`src/rtl/xtm_pkg.sv`:
```
package xtm_pkg;
    localparam int unsigned XTM_LIMIT_W = 8;
    localparam int unsigned XTM_STEP    = 8;

    typedef enum logic {
        MON_IDLE  = 1'b0,
        MON_ARMED = 1'b1
    } mon_state_e;
endpackage

```
`src/rtl/xtm_cfg_reg.sv`:
```
module xtm_cfg_reg #(
    parameter int unsigned LIMIT_W = xtm_pkg::XTM_LIMIT_W
) (
    input  logic               clk,
    input  logic               rst_n,
    input  logic               wr_i,
    input  logic [LIMIT_W-1:0] limit_wr_i,
    input  logic               en_wr_i,
    output logic [LIMIT_W-1:0] limit_o,
    output logic               en_o
);
    localparam logic [LIMIT_W-1:0] LIMIT_RST = '1;

    typedef struct packed {
        logic [LIMIT_W-1:0] limit;
        logic               en;
        logic               locked;
    } cfg_s;

    cfg_s cfg_d, cfg_q;

    always_comb begin
        cfg_d = cfg_q;
        if (wr_i && !cfg_q.locked) begin
            cfg_d.limit  = limit_wr_i;
            cfg_d.en     = en_wr_i;
            cfg_d.locked = 1'b1;
        end
    end

    always_ff @(posedge clk) begin
        if (!rst_n) begin
            cfg_q.limit  <= LIMIT_RST;
            cfg_q.en     <= 1'b0;
            cfg_q.locked <= 1'b0;
        end else begin
            cfg_q <= cfg_d;
        end
    end

    assign limit_o = cfg_q.limit;
    assign en_o    = cfg_q.en;

    // once locked, the stored fields never move again
    p_write_once_r2: assert property (@(posedge clk) disable iff (!rst_n)
        cfg_q.locked |=> ($stable(cfg_q.limit) && $stable(cfg_q.en)));
endmodule

```
`src/rtl/xtm_step_timer.sv`:
```
module xtm_step_timer #(
    parameter int unsigned LIMIT_W = xtm_pkg::XTM_LIMIT_W,
    parameter int unsigned STEP    = xtm_pkg::XTM_STEP
) (
    input  logic               clk,
    input  logic               rst_n,
    input  logic               start_i,
    input  logic               ack_i,
    input  logic [LIMIT_W-1:0] limit_i,
    output logic               tea_o
);
    import xtm_pkg::*;

    localparam int unsigned CNT_W = LIMIT_W + $clog2(STEP) + 1;
    localparam logic [CNT_W-1:0] STEP_C = CNT_W'(STEP);
    localparam logic [CNT_W-1:0] ONE_C  = CNT_W'(1);

    typedef struct packed {
        mon_state_e       st;
        logic [CNT_W-1:0] rem;
        logic             tea;
    } tmr_s;

    tmr_s t_d, t_q;
    logic [CNT_W-1:0] load_d;

    always_comb begin
        load_d = CNT_W'(limit_i) * STEP_C - ONE_C;
        t_d     = t_q;
        t_d.tea = 1'b0;
        if (t_q.st == MON_ARMED) begin
            if (ack_i) begin
                t_d.st = MON_IDLE;
            end else if (t_q.rem == '0) begin
                t_d.tea = 1'b1;
                t_d.st  = MON_IDLE;
            end else begin
                t_d.rem = t_q.rem - ONE_C;
            end
        end
        if (start_i) begin
            if (limit_i == '0) begin
                t_d.st = MON_IDLE;
            end else begin
                t_d.st  = MON_ARMED;
                t_d.rem = load_d;
            end
        end
    end

    always_ff @(posedge clk) begin
        if (!rst_n) begin
            t_q.st  <= MON_IDLE;
            t_q.rem <= '0;
            t_q.tea <= 1'b0;
        end else begin
            t_q <= t_d;
        end
    end

    assign tea_o = t_q.tea;

    // the error acknowledge is a single-clock pulse
    p_tea_pulse_r3: assert property (@(posedge clk) disable iff (!rst_n)
        t_q.tea |=> !t_q.tea);

    // an acknowledge on an armed cycle forbids an error on the next clock
    p_ack_wins_r4: assert property (@(posedge clk) disable iff (!rst_n)
        (t_q.st == MON_ARMED && ack_i && !start_i) |=> !t_q.tea);

    // a zero limit leaves the monitor unarmed
    p_zero_limit_r7: assert property (@(posedge clk) disable iff (!rst_n)
        (start_i && limit_i == '0) |=> (t_q.st == MON_IDLE));
endmodule

```
`src/rtl/xtm_bus_monitor.sv`:
```
module xtm_bus_monitor #(
    parameter int unsigned LIMIT_W = xtm_pkg::XTM_LIMIT_W,
    parameter int unsigned STEP    = xtm_pkg::XTM_STEP
) (
    input  logic               clk,
    input  logic               rst_n,
    input  logic               cfg_wr,
    input  logic [LIMIT_W-1:0] cfg_limit_wr,
    input  logic               cfg_en_wr,
    input  logic               cyc_start,
    input  logic               cyc_ext,
    input  logic               xfer_ack,
    output logic               tea,
    output logic [LIMIT_W-1:0] cfg_limit,
    output logic               cfg_en
);
    logic [LIMIT_W-1:0] lim_q;
    logic               en_q;
    logic               arm_d;

    xtm_cfg_reg #(.LIMIT_W(LIMIT_W)) i_cfg (
        .clk        (clk),
        .rst_n      (rst_n),
        .wr_i       (cfg_wr),
        .limit_wr_i (cfg_limit_wr),
        .en_wr_i    (cfg_en_wr),
        .limit_o    (lim_q),
        .en_o       (en_q)
    );

    // only enabled cycles bound for the external bus are watched
    always_comb begin
        arm_d = cyc_start && cyc_ext && en_q;
    end

    xtm_step_timer #(.LIMIT_W(LIMIT_W), .STEP(STEP)) i_tmr (
        .clk     (clk),
        .rst_n   (rst_n),
        .start_i (arm_d),
        .ack_i   (xfer_ack),
        .limit_i (lim_q),
        .tea_o   (tea)
    );

    assign cfg_limit = lim_q;
    assign cfg_en    = en_q;

    // a disabled monitor never signals an error
    p_off_quiet_r5: assert property (@(posedge clk) disable iff (!rst_n)
        !cfg_en |-> !tea);

    // reset values on the read-back path
    p_reset_vals_r1: assert property (@(posedge clk)
        !rst_n |=> (cfg_limit == '1 && !cfg_en && !tea));
endmodule

```
`config.mk`:
```
export PLATFORM = sky130hd
export DESIGN_NAME = xtm_bus_monitor
export DESIGN_NICKNAME = d
export VERILOG_FILES = /design/src/rtl/xtm_pkg.sv /design/src/rtl/xtm_cfg_reg.sv /design/src/rtl/xtm_step_timer.sv /design/src/rtl/xtm_bus_monitor.sv
export SDC_FILE = /design/constraint.sdc
export NUM_CORES = 1
export LEC_CHECK = 0
export CAP_MARGIN = 10
export CORE_MARGIN = 1.5
export CORE_UTILIZATION = 40
export DETAILED_ROUTE_END_ITERATION = 6
export PLACE_DENSITY = 0.64
export SYNTH_ARGS = -nofsm -noshare
export SYNTH_HDL_FRONTEND = slang
export SYNTH_SLANG_ARGS = --single-unit
```
`constraint.sdc`:
```
create_clock -name clk -period 1.9 [get_ports clk]
set_clock_uncertainty 0.15 [all_clocks]
set_input_delay 0.38 -clock clk [delete_from_list [all_inputs] [get_ports clk]]
set_output_delay 0.38 -clock clk [all_outputs]
set_load 0.005 [all_outputs]
```
After elaboration in Yosys (flattened, before gate mapping)
Cells that the tools add are included.
{"block": "word_totals", "word_cells": 26, "regBits": 24, "out_inout_bits": 10, "inputBits": 15}
{"block": "op_classes", "bitwise_logic": 2, "add_sub_neg": 2, "n_mux": 9, "n_reduce_logical": 7}
{"operator": "13-bit two-way mux", "count": 2}
{"operator": "12-bit two-way mux", "count": 2}
{"operator": "14-bit two-way mux", "count": 1}
{"operator": "12-bit zero test", "count": 1}
{"operator": "11-bit by 1-bit subtractor with 12-bit output, second input constant", "count": 1}
{"operator": "12-bit by 1-bit subtractor with 12-bit output, second input constant", "count": 1}
{"operator": "8-bit zero test", "count": 1}
{"operator": "1-bit two-way mux", "count": 4}
{"operator": "1-bit logical AND", "count": 3}
{"operator": "3-bit OR reduction", "count": 1}
{"operator": "1-bit inverter", "count": 2}
{"operator": "1-bit zero test", "count": 1}

Depth between registers and ports, before layout
{"block": "logic_depth", "depth_word": 6, "mapped_depth": 7}

Hierarchy
From an unflattened synthesis, not the netlist that was laid out.
{"block": "hier_totals", "cells_unflattened": 161, "area_unflattened_um2": 1410.1}
{"module": "xtm_step_timer", "cells_each": 110, "seq_area_each_um2": 280.3, "area_each_um2": 927.1, "n_inst": 1}
{"module": "xtm_cfg_reg", "cells_each": 50, "seq_area_each_um2": 200.2, "area_each_um2": 476.7, "n_inst": 1}
{"module": "xtm_bus_monitor", "cells_each": 1, "seq_area_each_um2": 0.0, "area_each_um2": 6.3, "n_inst": 1}

Least setup slack after synthesis
OpenSTA, ideal clock, no wires.
{"block": "synth_path", "path_type": "reg2reg", "from": "reg i_tmr.t_q[1] (netlist bit)", "to": "reg i_tmr.t_q[4] (netlist bit)", "n_path_buf": 1, "path_stages_with_launch": 7, "required_time_ns": 1.676, "period_less_slack_ns": 1.840, "setup_slack_ns": 0.060, "t_arrival_ns": 1.615, "path_cell_list": "dfxtp_1 -> inv_1 -> ha_1 -> clkbuf_1 -> a41o_1 -> or4b_1 -> a31oi_1"}
{"block": "synth_between", "elab_chain_len": 6, "elab_cells_between_ends": 7}
{"item": "from (decl)", "line": "xtm_step_timer.sv:24", "rtl": "tmr_s t_d, t_q;"}
{"item": "from (signal assigned)", "line": "xtm_step_timer.sv:57", "rtl": "t_q <= t_d;"}
{"item": "12-bit by 1-bit subtractor with 12-bit output / 12-bit zero test (equally long branches)", "line": "xtm_step_timer.sv:38, xtm_step_timer.sv:34"}
{"item": "12-bit two-way mux *", "line": "xtm_step_timer.sv:34", "rtl": "end else if (t_q.rem == '0) begin"}
{"item": "13-bit two-way mux *", "line": "xtm_step_timer.sv:32", "rtl": "if (ack_i) begin"}
{"item": "14-bit two-way mux *", "line": "xtm_step_timer.sv:31", "rtl": "if (t_q.st == MON_ARMED) begin"}
{"item": "12-bit two-way mux", "line": "xtm_step_timer.sv:42", "rtl": "if (limit_i == '0) begin"}
{"item": "13-bit two-way mux *", "line": "xtm_step_timer.sv:41", "rtl": "if (start_i) begin"}
Mark *: on every way between the ends. The rest lies on a longest branch, timed or not.
A chain may end at the register's enable or synchronous reset.

Worst setup path in the final report
{"block": "layout_path", "from": "reg i_cfg.cfg_q (netlist bit i_cfg.limit_o[3])", "to": "out cfg_limit[3]"}
{"item": "from (decl)", "line": "xtm_cfg_reg.sv:20", "rtl": "cfg_s cfg_d, cfg_q;"}
{"item": "from (signal assigned)", "line": "xtm_cfg_reg.sv:37", "rtl": "cfg_q <= cfg_d;"}
{"item": "to (decl)", "line": "xtm_bus_monitor.sv:14", "rtl": "output logic [LIMIT_W-1:0] cfg_limit,"}
No word-level cell between the ends.

==> impl_metrics.env <==
export IMPL_status="complete, no violations"
export IMPL_ys_ff_latch=24
export IMPL_vias_per_cell=5.36
export IMPL_power_leakage_uw=0.000713
export IMPL_r2r_start="i_cfg.limit_o[0]$_SDFFE_PN1P_"
export IMPL_fillers=300
export IMPL_ir_drop_mv=0.316
export IMPL_cp_start_kind="flop"
export IMPL_grt_max_degree=15
export IMPL_grt_pass1_vias=1266
export IMPL_portBuffers=24
export IMPL_layout_drive_gt1_share=0.226
export IMPL_synth_top_family_by_area="simple AND/OR/NAND/NOR gates"
export IMPL_ys_seq_area_frac=0.360
export IMPL_path_buf_inv=1
export IMPL_timing_slew_headroom=0.697
export IMPL_required_ns=1.37
export IMPL_synth_cells=159
export IMPL_synth_cell_types=44
export IMPL_area_growth_pct=36.5
export IMPL_synthesis_nets=176
export IMPL_syn_avg_cell_area_um2=8.39
export IMPL_grt_overflow_total=0
export IMPL_synth_edf_count=0
export IMPL_fin_crit_ns=1.83
export IMPL_critPathTopFamily="buffers and inverters"
export IMPL_async_flop_share=0
export IMPL_globalplace_congestion=0.840
export IMPL_diodes=0
export IMPL_setup_worst_path_end_class="output port"
export IMPL_drt_iter0_drc=67
export IMPL_clk_path_buf_depth=2
export IMPL_worstSetupPathType="flop to output port"
export IMPL_grtUsageTotal=0.196
export IMPL_cts_clk_slew_worst_paths_ns=0.14
export IMPL_cts_sinks=24
export IMPL_rows=20
export IMPL_timing_critical_path_slowest_cell_delay_ns=0.54
export IMPL_ys_warn_count=0
export IMPL_crit_chain="clkdlybuf4s50_1"
export IMPL_synth_fa_ha_area_frac=0.0188
export IMPL_fp_dieArea_um2=3690
export IMPL_die_h_um=60.7
export IMPL_wl_per_cell_um=13.4
export IMPL_tritoncts="yes"
export IMPL_dr_pass1_iters=4
export IMPL_netlist_area_um2=1330
export IMPL_setup_violations=0
export IMPL_numCtsBuffers=3
export IMPL_startpoint="i_cfg.limit_o[3]$_SDFFE_PN1P_"
export IMPL_hold_viol_final=0
export IMPL_synth_compound_area_frac=0.187
export IMPL_totalWireLength_um=3260
export IMPL_finalCritPeriodShare=0.964
export IMPL_grt_pass1_wl_um=5490
export IMPL_worstPathArrival_ns=1.30
export IMPL_powerDensity_nw_per_um2=625
export IMPL_slew_viol_final=0
export IMPL_final_nets=217
export IMPL_final_util=0.587
export IMPL_hold_class="flop to flop"
export IMPL_ant_nets=0
export IMPL_rsz0062_at_grt="yes"
export IMPL_cp_max_fo=5
export IMPL_tightestPinTransition_ns=0.454
export IMPL_max_freq_mhz=546
export IMPL_via_count=1303
export IMPL_synthSimpleGateAreaFrac=0.296
export IMPL_ios=25
export IMPL_post_route_drc_count=0
export IMPL_die_x_um=60.7
export IMPL_cts_max_level=1
export IMPL_hp_start="i_cfg.en_o$_SDFFE_PN0P_"
export IMPL_antenna_found_initial=0
export IMPL_clk_latency_ns=0.32
export IMPL_dp_slack_ns=-0.281
export IMPL_cts_root_buffer="clkbuf_4"
export IMPL_cts_hold_buf=0
export IMPL_crit_slowest_cell="clkdlybuf4s50_1"
export IMPL_start_util=0.430
export IMPL_core_area_um2=3100
export IMPL_maxCapViolations=0
export IMPL_worst_slack_ns=0.0687
export IMPL_synth_xor_area_frac=0.0328
export IMPL_synth_ff_type="dfxtp_1"
export IMPL_synthMuxAreaShare=0.0235
export IMPL_hpwl_um=2450
[power breakdown]
group          switching, uW  internal (uW)
Sequential              25.6            528
Combinational           92.0            115
Clock                    163            213
[metal layers]
metal / wire length (um) / up-vias / GRT usage
met3: 93 / 4 / 0.0277
met1: 1520 / 619 / 0.256
met4: 27 / 0 / 0.0807
li1: - / 654 / -
met2: 1620 / 26 / 0.326
met5: 0 / - / 0
[cell usage after synthesis, types with 3 or more instances]
library cell | number | area share
o31ai_1 | 3 | 0.017
nor2_1 | 8 | 0.023
dfxtp_1 | 24 | 0.36
o21ai_0 | 5 | 0.019
o211ai_1 | 3 | 0.017
nor3_1 | 4 | 0.015
inv_1 | 6 | 0.017
buf_4 | 8 | 0.045
nand2_1 | 23 | 0.065
a31oi_1 | 3 | 0.014
a21oi_1 | 11 | 0.041
clkbuf_1 | 3 | 0.0084
buf_2 | 3 | 0.011
xnor2_1 | 3 | 0.020
nand3_1 | 10 | 0.038
[state kept, by name, indices dropped and copies added (netlist names)]
register       cells
i_tmr.t_q         13
i_cfg.en_o         1
i_cfg.cfg_q        1
i_cfg.limit_o      8
i_tmr.tea_o        1
[timing repair]
action / CTS / global route
setup buffers: 0 / 1
setup endpoints to repair: 5 / 10
gates cloned: 0 / 0
resized for setup: 2 / 9
hold endpoints to repair: 0 / 0
pin swaps: 0 / 1
[layout by cell type (no fill, tap or decap), types with 3 or more instances in the layout]
master	instances
dfxtp_1	19
o21ai_0	5
inv_1	6
a21oi_1	11
o31ai_1	3
o211ai_1	3
buf_4	26
nand2_1	23
nor3_1	4
nand3_1	10
a31oi_1	3
xnor2_1	3
dfxtp_2	5
clkbuf_4	3
nor2_1	8
clkdlybuf4s50_1	22
[layout make-up]
cell class / count / area, um2 / share of cell area
timing repair buffer: 50 / 440 / 0.242
tap: 44 / 55.1 / 0.0302
clock inverter: 1 / 30.0 / 0.0165
clock buffer: 3 / 22.5 / 0.0124
inverter: 6 / 22.5 / 0.0124
multi-input combinational: 115 / 763 / 0.419
sequential: 24 / 487 / 0.267
[metrics by stage]
stage | cells | hold slack, ns | cell area [um2] | setup TNS [ns] | power (uW)
3_3_place_gp | 238 | 0.310 | 1730 | -1.09 | 759
2_1_floorplan | 159 | 0.301 | 1330 | 0 | 672
3_5_place_dp | 238 | 0.321 | 1730 | -1.39 | 764
4_1_cts | 242 | 0.339 | 1790 | 0 | 1140
6_report | 243 | 0.336 | 1820 | 0 | 1140
5_1_grt | 243 | 0.353 | 1820 | -0.00283 | 1190
[path summary, 6_finish.rpt]
| check | end | cells after the start | slack, ns |
|---|---|---|---|
| hold / removal | i_cfg.en_o$_SDFFE_PN0P_ | 2 | 0.34 |
| setup / recovery | cfg_limit[3] | 1 | 0.07 |
| hold reg to reg | i_cfg.en_o$_SDFFE_PN0P_ | 2 | 0.34 |
| setup reg to reg | i_tmr.t_q[11]$_SDFF_PN0_ | 5 | 0.08 |
[kinds of logic after synthesis]
group	after synthesis
adders and majority gates	2
xor gates and xnor gates	5
DFF	24
buffers and inverters	20
AOI/OAI and AO/OA	37
muxes	3
and+or+nand+nor	68
[worst reg2reg max path, cell delays in order, from the launching register on]
cell,delay [ns]
dfxtp_1,0.34
buf_4,0.14
or4_4,0.57
nor4_4,0.16
xnor2_1,0.11
a221oi_1,0.28
Power figures use the tool's default switching activity.
